===== config.mk =====
export PLATFORM = sky130hd
export DESIGN_NAME = mw_eeprom_master
export DESIGN_NICKNAME = d
export VERILOG_FILES = /design/src/rtl/mw_pkg.sv /design/src/rtl/mw_tick_gen.sv /design/src/rtl/mw_frame_build.sv /design/src/rtl/mw_eeprom_master.sv
export SDC_FILE = /design/constraint.sdc
export NUM_CORES = 1
export LEC_CHECK = 0
export ABC_AREA = 1
export BUFFER_PORTS_ARGS = -buffer_cell sky130_fd_sc_hd__buf_4
export CAP_MARGIN = 20
export CELL_PAD_IN_SITES_DETAIL_PLACEMENT = 2
export CELL_PAD_IN_SITES_GLOBAL_PLACEMENT = 2
export CORE_MARGIN = 2
export CORE_UTILIZATION = 35
export DETAILED_ROUTE_END_ITERATION = 7
export PLACE_DENSITY_LB_ADDON = 0.1
export SLEW_MARGIN = 30
export SYNTH_ARGS = -nofsm -noshare
export SYNTH_HDL_FRONTEND = slang
export SYNTH_SLANG_ARGS = --single-unit

===== constraint.sdc =====
create_clock -name clk_i -period 4 [get_ports clk_i]
set_clock_uncertainty 0.05 [all_clocks]
set_input_delay 0.8 -clock clk_i [delete_from_list [all_inputs] [get_ports clk_i]]
set_output_delay 0.8 -clock clk_i [all_outputs]
set_load 0.02 [all_outputs]

===== src/rtl/mw_pkg.sv =====
package mw_pkg;
  localparam int unsigned DATA_W     = 16;
  localparam int unsigned HDR_W      = 3;
  localparam int unsigned ADDR_W_MAX = 8;
  localparam int unsigned ADDR_W_MIN = 6;
  localparam int unsigned FRAME_W    = HDR_W + ADDR_W_MAX + DATA_W;
  localparam int unsigned IDX_W      = $clog2(FRAME_W + 1);

  typedef enum logic [1:0] {
    CMD_READ  = 2'd0,
    CMD_WEN   = 2'd1,
    CMD_WDIS  = 2'd2,
    CMD_WRITE = 2'd3
  } mw_cmd_e;

  typedef enum logic [2:0] {
    S_IDLE, S_BOOT, S_LO, S_HI, S_GAP, S_POLL, S_FIN
  } mw_state_e;
endpackage


===== src/rtl/mw_tick_gen.sv =====
module mw_tick_gen #(
  parameter int unsigned DIV_W = 8
) (
  input  logic             clk_i,
  input  logic             rst_ni,
  input  logic             restart_i,
  input  logic [DIV_W-1:0] div_i,
  output logic             tick_o
);
  logic [DIV_W-1:0] cnt_q;

  assign tick_o = (cnt_q == div_i);

  always_ff @(posedge clk_i or negedge rst_ni) begin
    if (!rst_ni)                  cnt_q <= '0;
    else if (restart_i || tick_o) cnt_q <= '0;
    else                          cnt_q <= cnt_q + 1'b1;
  end

  // a nonzero divider never yields back-to-back ticks
  assert_tick_spacing_R7: assert property (@(posedge clk_i) disable iff (!rst_ni)
    (tick_o && div_i != '0) |=> (div_i == '0 || !tick_o));
endmodule


===== src/rtl/mw_frame_build.sv =====
module mw_frame_build
  import mw_pkg::*;
(
  input  mw_cmd_e                 cmd_i,
  input  logic [ADDR_W_MAX-1:0]   addr_i,
  input  logic [DATA_W-1:0]       wdata_i,
  input  logic                    wide_i,
  output logic [FRAME_W-1:0]      frame_o,
  output logic [IDX_W-1:0]        nbits_o
);
  logic [HDR_W-1:0]      hdr;
  logic [ADDR_W_MAX-1:0] fld;
  logic [DATA_W-1:0]     dat;
  logic                  has_data;
  logic [IDX_W-1:0]      aw;

  always_comb begin
    hdr      = '0;
    fld      = '0;
    dat      = '0;
    has_data = 1'b0;
    unique case (cmd_i)
      CMD_READ:  begin hdr = 3'b110; fld = addr_i; has_data = 1'b1; end
      CMD_WRITE: begin hdr = 3'b101; fld = addr_i; dat = wdata_i; has_data = 1'b1; end
      // enable pattern: two ones right after the 00 opcode, left-aligned in the field
      CMD_WEN:   begin hdr = 3'b100; fld = wide_i ? 8'hC0 : 8'h30; end
      CMD_WDIS:  begin hdr = 3'b100; end
      default:   ;
    endcase
  end

  assign aw      = wide_i ? IDX_W'(ADDR_W_MAX) : IDX_W'(ADDR_W_MIN);
  assign nbits_o = IDX_W'(HDR_W) + aw + (has_data ? IDX_W'(DATA_W) : '0);
  assign frame_o = wide_i ? {hdr, fld, dat}
                          : {hdr, fld[ADDR_W_MIN-1:0], dat, {(ADDR_W_MAX-ADDR_W_MIN){1'b0}}};
endmodule


===== src/rtl/mw_eeprom_master.sv =====
module mw_eeprom_master
  import mw_pkg::*;
#(
  parameter int unsigned DIV_W    = 8,
  parameter int unsigned POLL_MAX = 10000
) (
  input  logic              clk_i,
  input  logic              rst_ni,
  input  logic              req_i,
  input  logic [1:0]        cmd_i,
  input  logic [7:0]        addr_i,
  input  logic [15:0]       wdata_i,
  input  logic [DIV_W-1:0]  half_div_i,
  output logic              busy_o,
  output logic              done_o,
  output logic              err_o,
  output logic [15:0]       rdata_o,
  output logic              addr8_o,
  output logic              cs_o,
  output logic              sk_o,
  output logic              di_o,
  input  logic              do_i
);
  localparam int unsigned      POLL_W    = (POLL_MAX > 2) ? $clog2(POLL_MAX) : 1;
  localparam logic [IDX_W-1:0] DET_BITS  = IDX_W'(HDR_W + ADDR_W_MAX);
  localparam logic [IDX_W-1:0] DET_IDX   = IDX_W'(HDR_W + ADDR_W_MIN - 1);
  localparam logic [FRAME_W-1:0] DET_FRAME = {3'b110, {ADDR_W_MAX{1'b1}}, {DATA_W{1'b0}}};

  mw_state_e          state_q;
  logic [FRAME_W-1:0] tx_q, frame;
  logic [IDX_W-1:0]   nbits_q, idx_q, nbits;
  logic [DATA_W-1:0]  rx_q, rdata_q;
  logic [POLL_W-1:0]  poll_q;
  logic rd_q, wr_q, det_q, wide_q, err_q, tout_q, done_q;
  logic tick, accept, restart;

  assign accept  = (state_q == S_IDLE) && req_i;
  assign restart = accept || (state_q == S_BOOT);

  mw_tick_gen #(.DIV_W(DIV_W)) u_tick (
    .clk_i(clk_i), .rst_ni(rst_ni), .restart_i(restart), .div_i(half_div_i), .tick_o(tick)
  );

  mw_frame_build u_frame (
    .cmd_i(mw_cmd_e'(cmd_i)), .addr_i(addr_i), .wdata_i(wdata_i), .wide_i(wide_q),
    .frame_o(frame), .nbits_o(nbits)
  );

  always_ff @(posedge clk_i or negedge rst_ni) begin
    if (!rst_ni) begin
      state_q <= S_BOOT;
      tx_q <= '0; nbits_q <= '0; idx_q <= '0; rx_q <= '0; rdata_q <= '0; poll_q <= '0;
      rd_q <= 1'b0; wr_q <= 1'b0; det_q <= 1'b0; wide_q <= 1'b0;
      err_q <= 1'b0; tout_q <= 1'b0; done_q <= 1'b0;
    end else begin
      done_q <= 1'b0;
      unique case (state_q)
        S_BOOT: begin
          tx_q <= DET_FRAME; nbits_q <= DET_BITS; idx_q <= '0;
          det_q <= 1'b1; rd_q <= 1'b0; wr_q <= 1'b0;
          state_q <= S_LO;
        end
        S_IDLE: if (accept) begin
          tx_q <= frame; nbits_q <= nbits; idx_q <= '0;
          det_q <= 1'b0;
          rd_q <= (mw_cmd_e'(cmd_i) == CMD_READ);
          wr_q <= (mw_cmd_e'(cmd_i) == CMD_WRITE);
          err_q <= 1'b0; tout_q <= 1'b0;
          state_q <= S_LO;
        end
        S_LO: if (tick) state_q <= S_HI;
        S_HI: if (tick) begin
          rx_q <= {rx_q[DATA_W-2:0], do_i};
          if (det_q && idx_q == DET_IDX) wide_q <= do_i;
          if (idx_q == nbits_q - 1'b1) begin
            state_q <= wr_q ? S_GAP : S_FIN;
          end else begin
            idx_q   <= idx_q + 1'b1;
            tx_q    <= tx_q << 1;
            state_q <= S_LO;
          end
        end
        S_GAP: if (tick) begin
          poll_q  <= '0;
          state_q <= S_POLL;
        end
        S_POLL: if (tick) begin
          if (do_i) state_q <= S_FIN;
          else if (poll_q == POLL_W'(POLL_MAX - 1)) begin
            tout_q  <= 1'b1;
            state_q <= S_FIN;
          end else poll_q <= poll_q + 1'b1;
        end
        S_FIN: if (tick) begin
          if (rd_q) rdata_q <= rx_q;
          err_q   <= tout_q;
          done_q  <= 1'b1;
          state_q <= S_IDLE;
        end
        default: state_q <= S_IDLE;
      endcase
    end
  end

  assign busy_o  = (state_q != S_IDLE);
  assign done_o  = done_q;
  assign err_o   = err_q;
  assign rdata_o = rdata_q;
  assign addr8_o = wide_q;
  assign cs_o    = (state_q == S_LO) || (state_q == S_HI) || (state_q == S_POLL);
  assign sk_o    = (state_q == S_HI);
  assign di_o    = ((state_q == S_LO) || (state_q == S_HI)) && tx_q[FRAME_W-1];

  // checking state
  logic             sk_prev_q, det_seen_q;
  logic [DIV_W:0]   hold_q;
  always_ff @(posedge clk_i or negedge rst_ni) begin
    if (!rst_ni) begin
      sk_prev_q <= 1'b0; hold_q <= '0; det_seen_q <= 1'b0;
    end else begin
      sk_prev_q  <= sk_o;
      det_seen_q <= det_seen_q || (state_q == S_IDLE);
      if (sk_o != sk_prev_q) hold_q <= '0;
      else if (!(&hold_q))   hold_q <= hold_q + 1'b1;
    end
  end

  assert_di_stable_R2: assert property (@(posedge clk_i) disable iff (!rst_ni)
    sk_o |-> $stable(di_o));
  assert_half_period_R7: assert property (@(posedge clk_i) disable iff (!rst_ni)
    (sk_o != sk_prev_q) |-> (hold_q >= {1'b0, half_div_i}));
  assert_cs_end_R6: assert property (@(posedge clk_i) disable iff (!rst_ni)
    $fell(busy_o) |-> (!cs_o && !$past(cs_o)));
  assert_done_pulse_R6: assert property (@(posedge clk_i) disable iff (!rst_ni)
    done_o |=> !done_o);
  assert_err_done_R9: assert property (@(posedge clk_i) disable iff (!rst_ni)
    $rose(err_o) |-> done_o);
  assert_width_hold_R10: assert property (@(posedge clk_i) disable iff (!rst_ni)
    det_seen_q |-> $stable(addr8_o));
endmodule


==> results.json, run 1 <==
{
  "first_pass_iters": 4,
  "grt_start_max_net_pins": 58,
  "post-route-min-period_ns": 2.83,
  "worstReg2RegStart": "state_q[0]",
  "cts_tree": "yes",
  "htree_num_levels": 3,
  "final_nets": 814,
  "yosys-top-cells-area": "dfrtp_1 (45%), nand2_1 (17%), o21ai_0 (5.1%)",
  "dr.first_iter.drc_count": 143,
  "drv_slew": 0,
  "stdcell_count": 959,
  "diodes": 0,
  "fillers": 1756,
  "synthesis.area_sq_mm": 0.00542,
  "end_kind": "primary output",
  "synth-edff-count": 0,
  "syn-instance-count": 718,
  "cts.sinks": 99,
  "fin_crit_sh_pct": 70.8,
  "setup_violations": 0,
  "crit_type": "flop to primary output",
  "ctsHoldBuffers": 0,
  "wl_per_cell_um": 16.3,
  "min_path_type": "input pin to async pin",
  "clockBufferDepth": 2,
  "die_w_um": 128,
  "initial_utilization_pct": 35.8,
  "synth_cell_types": 35,
  "ys_async_sr_fraction_pct": 100,
  "placementRows": 45,
  "root_buffer": "clkbuf_16",
  "wl_um": 15600,
  "hold_viol_final": 0,
  "io_buffers": 60,
  "yosys_warnings": 0,
  "synth_common_cells": "nand2_1 (239), dfrtp_1 (98), inv_1 (73)",
  "fmax_mhz": 353,
  "power_w": 0.00340,
  "die_area_sq_mm": 0.0165,
  "cts_resized": 0,
  "cts_made_buffers": 9,
  "path_clk_slew_ns": 0.08,
  "synth.most_common_cell": "nand2_1",
  "synth_top_cell_area_share_pct": 45.2,
  "grt_setup_unrepaired": "false",
  "status": "complete, no violations",
  "dp_hpwl_um": 11100,
  "tightest_slew_ns": 0.833,
  "cellPowerDensity_mw_per_mm2": 539,
  "r2r_end": "idx_q[3]",
  "drc": 0,
  "postRouteAntennaNets": 0,
  "maxCapViolCount": 0,
  "via_count": 4868,
  "critPathRequiredTime_ns": 3.15,
  "fin_setup_tns_ns": 0,
  "synth_nets": 766,
  "coreArea_sq_mm": 0.0151,
  "ir_drop_mv": 0.452,
  "start_kind": "flop",
  "reg2reg_slack_ns": 1.26,
  "yosysSeqAreaShare_pct": 45.7,
  "p_leak_nw": 3.14,
  "grt_pass1_wl_um": 27000,
  "arrival_ns": 1.98,
  "cp_max_fo": 20,
  "ys_ff_latch": 99,
  "post-cts-setup-buffers": 0,
  "grt.total_usage_pct": 20.4,
  "synth_ff_type": "dfrtp_1",
  "antenna_found_initial": 0,
  "die_y_um": 128,
  "drive_above_1_share_pct": 13.7,
  "grt_overflow_total": 0,
  "insertion_delay_ns": 0.36,
  "yosys.area.top_type": "dfrtp_1",
  "post-place-cells": 943,
  "grt_pass1_vias": 5360,
  "slew_headroom_pct": 44.5,
  "via_per_inst": 5.08,
  "syn_avg_cell_area_sq_um": 7.55,
  "reg2reg_depth": 7,
  "gp_congestion": 0.811,
  "io_pins": 61,
  "area_growth_pct": 16.5
}
## metal layers
| layer | vias up | global-route usage, % | wire length (um) | share of wire [%] |
|---|---|---|---|---|
| li1 | 2376 | - | - | - |
| met1 | 2417 | 26.1 | 7310 | 47 |
| met2 | 60 | 36.2 | 7760 | 50 |
| met3 | 15 | 2.41 | 323 | 2.1 |
| met4 | 0 | 6.27 | 245 | 1.6 |
| met5 | - | 0 | 0 | 0 |
## final cells by class
cell class / count / area, sq um / share of cell area, %
clock buffers: 9 / 225 / 3.56
clock inverters: 7 / 80.1 / 1.27
multi-input cells: 506 / 2470 / 39.1
repair buffers: 67 / 515 / 8.16
flip-flops and latches: 99 / 2480 / 39.2
well taps: 188 / 235 / 3.72
inverters: 83 / 312 / 4.93
## critical path: stages, from the launching register on
cell and delay (ns):
dfstp_2 0.63, nand3_4 0.16, inv_1 0.56, buf_4 0.27
## flip-flops by register name, summed over array words and instances (netlist names), 3 cells and up
register / flops
tx_q: 27
rdata_o: 16
rx_q: 16
poll_q: 14
u_tick.cnt_q: 8
idx_q: 5
nbits_q: 3
state_q: 3
## cells by family after synthesis
kind of cell             Yosys count  share of synthesized area [%]
XOR/XNOR                          23                           3.71
buffers and inverters            113                           8.70
multiplexers                       1                          0.185
adder cells (fa/ha/maj)           10                           2.31
AO/OA/AOI/OAI                    122                           12.6
flip-flops                        99                           45.7
AND/OR/NAND/NOR                  350                           26.8
## power by group
| part | switching (W) | internal (W) | total (W) |
|---|---|---|---|
| registers | 0.000150 | 0.00121 | 0.00136 |
| logic | 0.000792 | 0.000362 | 0.00115 |
| clock network | 0.000448 | 0.000447 | 0.000895 |
| total | 0.00139 | 0.00201 | 0.00340 |
## cells in the final DEF, fill, tap and decap left out, drive strengths merged
| cell type | Yosys | layout |
|---|---|---|
| nand2 | 244 | 244 |
| dfrtp | 98 | 98 |
| inv | 83 | 87 |
| o21ai | 85 | 85 |
| buf | 21 | 67 |
| nor2 | 47 | 47 |
| nand3 | 45 | 45 |
| xor2 | 16 | 16 |
| a21oi | 16 | 16 |
| ha | 10 | 10 |
| a32oi | 9 | 9 |
| clkbuf | 9 | 9 |
| xnor2 | 7 | 7 |
| nor3 | 7 | 7 |
| a22oi | 6 | 6 |
| a31oi | 3 | 3 |
| nand4 | 3 | 3 |
| nor3b | 2 | 2 |
| clkinv | 0 | 2 |
| nand3b | 2 | 2 |
| mux2i | 1 | 1 |
| a211oi | 1 | 1 |
| o22ai | 1 | 1 |
| o211ai | 1 | 1 |
| clkinvlp | 0 | 1 |
| dfstp | 1 | 1 |
## worst max path at each step
stage,from,to,slack (ns),cells past startpoint
finish,state_q[0],sk_o,1.17,3
global route,state_q[0],idx_q[3],1.05,7
CTS,state_q[0],sk_o,1.15,3
detailed placement,half_div_i[7],tx_q[21],1.12,12
global placement,half_div_i[6],idx_q[3],1.30,10
floorplan,state_q[0],sk_o,1.81,5
## through the flow
step | hold slack [ns] | util, % | area [sq um] | setup WS, ns
after floorplan | 0.393 | - | 5420 | 1.81
after detailed placement | 0.414 | 39.7 | 6010 | 1.12
after global placement | 0.415 | 39.7 | 6010 | 1.30
after global routing | 0.448 | 41.7 | 6320 | 1.05
after CTS | 0.429 | 41.7 | 6320 | 1.15
final | 0.410 | 41.7 | 6320 | 1.17
(Power assumes the default switching activity.)
==> inputs of run 2 (changes only) <==
--- a/config.mk
+++ b/config.mk
@@ -11,7 +11,7 @@
 export CELL_PAD_IN_SITES_DETAIL_PLACEMENT = 2
 export CELL_PAD_IN_SITES_GLOBAL_PLACEMENT = 2
 export CORE_MARGIN = 2
-export CORE_UTILIZATION = 35
+export CORE_UTILIZATION = 34
 export DETAILED_ROUTE_END_ITERATION = 7
 export PLACE_DENSITY_LB_ADDON = 0.1
 export SLEW_MARGIN = 30
==> constraint.sdc (replaced) <==
create_clock -name clk_i -period 2.9 [get_ports clk_i]
set_clock_uncertainty 0.05 [all_clocks]
set_input_delay 0.58 -clock clk_i [delete_from_list [all_inputs] [get_ports clk_i]]
set_output_delay 0.58 -clock clk_i [all_outputs]
set_load 0.02 [all_outputs]
==> run 2 against run 1 <==
Register-to-register slack worse by 0.74 ns. Sequential power up 38%. Cell count up 3.2%. Utilization down 1.3 points. Design area up 0.55%. First-iteration DRC count up 47%. Critical path depth up 6. Clock power up 32%. Non-clock buffer count up 3.
==> results.json, run 2 (synthesis results as in run 1) <==
{
  "ctsHoldBuffers": 0,
  "root_buffer": "clkbuf_16",
  "grt_setup_unrepaired": "false",
  "fin_crit_sh_pct": 82.0,
  "setup_violations": 0,
  "reg2reg_slack_ns": 0.52,
  "final_nets": 817,
  "grt.total_usage_pct": 20.0,
  "start_kind": "flop",
  "postRouteAntennaNets": 0,
  "via_count": 4907,
  "slowest_stage": "dfrtp_1",
  "post-cts-setup-buffers": 0,
  "fillers": 1858,
  "layout_commonest_cell": "nand2_1",
  "tightest_slew_ns": 0.734,
  "grt_start_max_net_pins": 47,
  "drc": 0,
  "insertion_delay_ns": 0.36,
  "min_path_type": "input pin to async pin",
  "maxCapViolCount": 0,
  "via_per_inst": 4.96,
  "swShare_pct": 40.6,
  "arrival_ns": 2.61,
  "critPathRequiredTime_ns": 3.13,
  "clockBufferDepth": 2,
  "p_switching_w": 0.00189,
  "dr.first_iter.drc_count": 210,
  "die_area_sq_mm": 0.0170,
  "placementRows": 46,
  "fin_hold_ws_ns": 0.0897,
  "diodes": 0,
  "fmax_mhz": 420,
  "critPathTopFamily": "simple AND/OR/NAND/NOR gates",
  "grt_pass1_wl_um": 26800,
  "io_buffers": 60,
  "largest_register_ffs": 27,
  "clockPowerShare_pct": 25.4,
  "die_y_um": 130,
  "cts_resized": 0,
  "wl_per_cell_um": 16.0,
  "htree_num_levels": 3,
  "ir_drop_mv": 0.314,
  "layout_common_cells": "nand2_1 (239), dfrtp_1 (98), inv_1 (73), buf_4 (69), o21ai_0 (55)",
  "seqPwrFrac_pct": 40.2,
  "p_comb_share_pct": 34.4,
  "largest-register": "tx_q",
  "antenna_found_initial": 0,
  "hold_viol_final": 0,
  "cp_cell_sequence": "nor2_2 -> nand2_2 -> inv_2 -> nand2_2 -> nand2_1 -> nand3b_4 -> buf_4 -> nand2_1 -> o21ai_1",
  "initial_utilization_pct": 34.5,
  "gp_congestion": 0.799,
  "post-route-min-period_ns": 2.38,
  "coreArea_sq_mm": 0.0157,
  "critPathLaunch": "state_q[1]",
  "drv_slew": 0,
  "io_pins": 61,
  "fin_setup_tns_ns": 0,
  "dpl_cell_area_sq_mm": 0.00607,
  "crit_type": "flop to flop",
  "worstReg2RegStart": "state_q[1]",
  "stdcell_area_sq_mm": 0.00635,
  "dp_hpwl_um": 11400,
  "status": "complete, no violations",
  "utilization_pct": 40.4,
  "critPathMaxStageDelay_ns": 0.48,
  "area_growth_pct": 17.2,
  "cp_max_fo": 32,
  "path_clk_slew_ns": 0.08,
  "grt_overflow_total": 0,
  "cellPowerDensity_mw_per_mm2": 734,
  "cts_tree": "yes",
  "wl_um": 15900,
  "grt_pass1_vias": 5297,
  "internal_power_w": 0.00277,
  "die_w_um": 130,
  "first_pass_iters": 4,
  "end_kind": "flop",
  "p_leak_nw": 3.14,
  "cts_made_buffers": 9,
  "slew_headroom_pct": 51.1,
  "cts.sinks": 99,
  "cp_num_buf_inv": 2,
  "drive_above_1_share_pct": 14.1
}
[run 2: power by group through the flow]
stage / sequential [W] / combinational (W) / clock (W)
6_report: 0.00188 / 0.00160 / 0.00118
5_1_grt: 0.00191 / 0.00185 / 0.00127
4_1_cts: 0.00188 / 0.00164 / 0.00122
3_5_place_dp: 0.00190 / 0.00164 / 0
3_3_place_gp: 0.00188 / 0.00155 / 0
2_1_floorplan: 0.00182 / 0.00124 / 0
[run 2: worst reg2reg max path, delay by kind of cell, from the launching register on]
family                 cells  cell delay (ns)
buffers and inverters      2             0.71
and+or+nand+nor            6             0.96
DFF                        1             0.48
AOI/OAI and AO/OA          1             0.09
[run 2: worst paths after layout]
check                      depth (start not counted)               to
max                                                9          tx_q[5]
min                                                1  u_tick.cnt_q[7]
max reg2reg                                        9          tx_q[5]
min reg2reg                                        2            det_q
max in group asynchronous                          2       state_q[0]
min in group clk_i                                 3          rx_q[0]
[run 2: cell type report]
cell class	count	area, sq um	area share, %
tap	216	270	4.25
inverter	83	312	4.90
clock buffer	9	225	3.54
multi-input combinational	506	2470	38.9
sequential	99	2480	39.0
timing repair buffer	70	538	8.47
clock inverter	7	57.6	0.906
[run 2: metal layers]
layer  track usage (%)  share of wire [%]  vias up
met4              5.76                1.4        0
met5                 0                  0        -
li1                  -                  -     2388
met1              26.8                 47     2449
met2              34.2                 50       57
met3              2.46                1.9       13
[run 2: through the flow]
stage,setup WS (ns),cells,power [W]
after detailed placement,0.463,974,0.00353
final,0.521,990,0.00466
after CTS,0.497,990,0.00474
after global routing,0.294,990,0.00504
after global placement,0.591,974,0.00343
after floorplan,0.935,718,0.00306
==> inputs of run 3 (changes only) <==
--- a/config.mk
+++ b/config.mk
@@ -5,7 +5,7 @@
 export SDC_FILE = /design/constraint.sdc
 export NUM_CORES = 1
 export LEC_CHECK = 0
-export ABC_AREA = 1
+export ABC_AREA = 0
 export BUFFER_PORTS_ARGS = -buffer_cell sky130_fd_sc_hd__buf_4
 export CAP_MARGIN = 20
 export CELL_PAD_IN_SITES_DETAIL_PLACEMENT = 2
==> constraint.sdc (replaced) <==
create_clock -name clk_i -period 2 [get_ports clk_i]
set_clock_uncertainty 0.05 [all_clocks]
set_input_delay 0.4 -clock clk_i [delete_from_list [all_inputs] [get_ports clk_i]]
set_output_delay 0.4 -clock clk_i [all_outputs]
set_load 0.02 [all_outputs]
==> run 3 against run 2 <==
The flow now finishes with violations (negative setup slack). Count of clock-buffer cells in the layout is the same. Cell count shrank 18%. Sequential share of layout area shrank 4.3 points. Fmax grew 7.3%. Via count shrank 13%. Non-clock buffer count grew 79. Clock power grew 56%. Synthesized cell count shrank 33%. Utilization grew 9.2 points. Routed wire length grew 8.2%. Combinational power grew 37%. Design area grew 12%.
==> results.json, run 3 <==
{
  "status": "finished with violations",
  "violations": "negative setup slack",
  "pre_cts_slack_ns": -0.263,
  "fin_setup_tns_ns": -10.73,
  "cp_max_fo": 8,
  "synth_top_cell_area_share_pct": 49.5,
  "ys_ff_latch": 99,
  "yosys-top-cells-area": "dfrtp_1 (50%), mux2_2 (7.3%), nor2_1 (4.5%)",
  "min_path_type": "input pin to flop",
  "end_kind": "flop",
  "drc": 0,
  "start_kind": "flop",
  "synth.most_common_cell": "dfrtp_1",
  "synth_nets": 528,
  "via_count": 4266,
  "synth_common_cells": "dfrtp_1 (98), nor2_1 (60), a21oi_1 (43)",
  "post-route-min-period_ns": 2.22,
  "slew_headroom_pct": 54.0,
  "dp_hpwl_um": 10400,
  "grt_start_max_net_pins": 51,
  "diodes": 0,
  "p_comb_share_pct": 32.4,
  "dpl_cell_area_sq_mm": 0.00612,
  "largest_register_ffs": 27,
  "largest-register": "tx_q",
  "synth-edff-count": 0,
  "maxCapViolCount": 0,
  "dr.first_iter.drc_count": 136,
  "stdcell_area_sq_mm": 0.00713,
  "internal_power_w": 0.00440,
  "clockBufferDepth": 2,
  "insertion_delay_ns": 0.37,
  "crit_type": "flop to flop",
  "postRouteAntennaNets": 0,
  "htree_num_levels": 3,
  "synthesis.area_sq_mm": 0.00495,
  "ys_async_sr_fraction_pct": 100,
  "yosys_warnings": 0,
  "grt.total_usage_pct": 21.8,
  "synth_ff_type": "dfrtp_1",
  "synth_cell_types": 52,
  "layout_commonest_cell": "buf_4",
  "worstReg2RegStart": "poll_q[6]",
  "fin_ws_ns": -0.217,
  "grt_overflow_total": 0,
  "cellPowerDensity_mw_per_mm2": 950,
  "syn_avg_cell_area_sq_um": 10.3,
  "ir_drop_mv": 0.385,
  "setup_violations": 83,
  "cts_made_buffers": 9,
  "die_area_sq_mm": 0.0155,
  "placementRows": 44,
  "cp_cell_sequence": "or4_4 -> o41ai_2 -> a2111o_1 -> buf_6 -> nor4_4 -> xnor2_1 -> nor2_1",
  "reg2reg_slack_ns": -0.22,
  "hp-start": "req_i",
  "coreArea_sq_mm": 0.0144,
  "path_clk_slew_ns": 0.08,
  "via_per_inst": 5.28,
  "gp_congestion": 0.772,
  "p_switching_w": 0.00237,
  "area_growth_pct": 44.0,
  "fillers": 1480,
  "utilization_pct": 49.6,
  "clockPowerShare_pct": 27.2,
  "antenna_found_initial": 0,
  "wl_um": 17200,
  "root_buffer": "clkbuf_16",
  "tightest_slew_ns": 0.690,
  "grt_pass1_wl_um": 26800,
  "hold_viol_final": 0,
  "die_w_um": 125,
  "syn-instance-count": 480,
  "hold_end": "tout_q",
  "arrival_ns": 2.43,
  "seqPwrFrac_pct": 40.4,
  "power_w": 0.00677,
  "fin_crit_sh_pct": 111,
  "swShare_pct": 35.0,
  "drv_slew": 0,
  "min_path_cells": 2,
  "slowest_stage": "or4_4",
  "io_buffers": 60,
  "grt_pass1_vias": 4954,
  "wl_per_cell_um": 21.2,
  "critPathMaxStageDelay_ns": 0.57,
  "reg2reg_depth": 7,
  "fmax_mhz": 451,
  "initial_utilization_pct": 34.5,
  "grt_setup_unrepaired": "true",
  "io_pins": 61,
  "die_y_um": 125,
  "layout_common_cells": "buf_4 (123), dfrtp_1 (98), nor2_1 (59), a21oi_1 (37), nand2_1 (22)",
  "first_pass_iters": 4,
  "final_nets": 667,
  "cts_tree": "yes",
  "p_leak_nw": 3.19,
  "r2r_end": "poll_q[13]",
  "yosys.area.top_type": "dfrtp_1",
  "cts.sinks": 99,
  "critPathRequiredTime_ns": 2.21,
  "yosysSeqAreaShare_pct": 50.1,
  "drive_above_1_share_pct": 42.3
}
-- run 3: cell types whose count changed after synthesis, moves of 13 or more --
cell     previous run  this run
nand2_1           239        25
inv_1              73        13
mux2_2              0        32
a21oi_1            15        43
nand3_1            44        16
o21ai_0            55        27
o21ai_1            29         2
mux2i_1             1        22
nor2_1             44        60
xor2_1             16         3
-- run 3: worst max path at each step --
| stage | cells past startpoint | slack (ns) | to | startpoint |
|---|---|---|---|---|
| floorplan | 9 | 0.004 | tx_q[24] | nbits_q[3] |
| global placement | 7 | -0.16 | rdata_o[9] | half_div_i[1] |
| detailed placement | 7 | -0.26 | rdata_o[9] | half_div_i[6] |
| CTS | 9 | -0.21 | idx_q[4] | nbits_q[3] |
| global route | 8 | -0.33 | idx_q[4] | u_tick.cnt_q[6] |
| finish | 7 | -0.22 | poll_q[13] | poll_q[6] |
-- run 3: cell type report --
type / instances / area (sq um) / share of cell area, %
inverters: 14 / 56.3 / 0.790
multi-input cells: 346 / 2730 / 38.3
well taps: 184 / 230 / 3.23
flip-flops and latches: 99 / 2480 / 34.8
repair buffers: 149 / 1320 / 18.5
clock buffers: 9 / 225 / 3.16
clock inverters: 7 / 88.8 / 1.25
-- run 3: repair_timing --
item / CTS / global route
gates cloned: 4 / 1
buffers inserted: 20 / 9
pin swaps: 22 / 22
hold buffers: 1 / 0
endpoints found under the hold margin: 56 / 0
resized for setup: 72 / 45
setup endpoints to repair: 84 / 87
-- run 3: metal layers --
layer	share of wire, %	up-vias	routed length (um)	global-route usage [%]
met1	43	2197	7400	27.0
met5	0	-	0	0
li1	-	1972	-	-
met2	52	69	8990	39.2
met4	2.2	0	374	6.21
met3	2.3	28	396	3.26
-- run 3: per-stage QoR --
stage / hold WS [ns] / instances
global route: 0.242 / 808
floorplan: 0.0544 / 480
finish: 0.236 / 808
global placement: 0.372 / 762
detailed placement: 0.374 / 762
CTS: 0.246 / 803
-- run 3: logic make-up after synthesis --
kind of cell / count (synthesis) / synth area share [%]
buffers and inverters: 36 / 3.36
XOR/XNOR: 22 / 3.89
AND/OR/NAND/NOR: 150 / 14.8
flip-flops: 99 / 50.1
adder cells (fa/ha/maj): 10 / 2.53
multiplexers: 56 / 12.2
AO/OA/AOI/OAI: 107 / 13.2
-- run 3: power groups by stage --
stage                     clock network [W]  registers, W  logic (W)
after global routing                0.00197       0.00280    0.00245
after floorplan                           0       0.00267    0.00104
after detailed placement                  0       0.00275    0.00186
final                               0.00184       0.00274    0.00219
after global placement                    0       0.00272    0.00176
after CTS                           0.00187       0.00274    0.00209
-- run 3: critical path: cells and delay by family, from the launching register on --
| kind | cells | cell delay (ns) |
|---|---|---|
| DFF | 1 | 0.40 |
| and+or+nand+nor | 3 | 0.69 |
| buffers and inverters | 1 | 0.18 |
| xor gates and xnor gates | 1 | 0.22 |
| AOI/OAI and AO/OA | 2 | 0.57 |
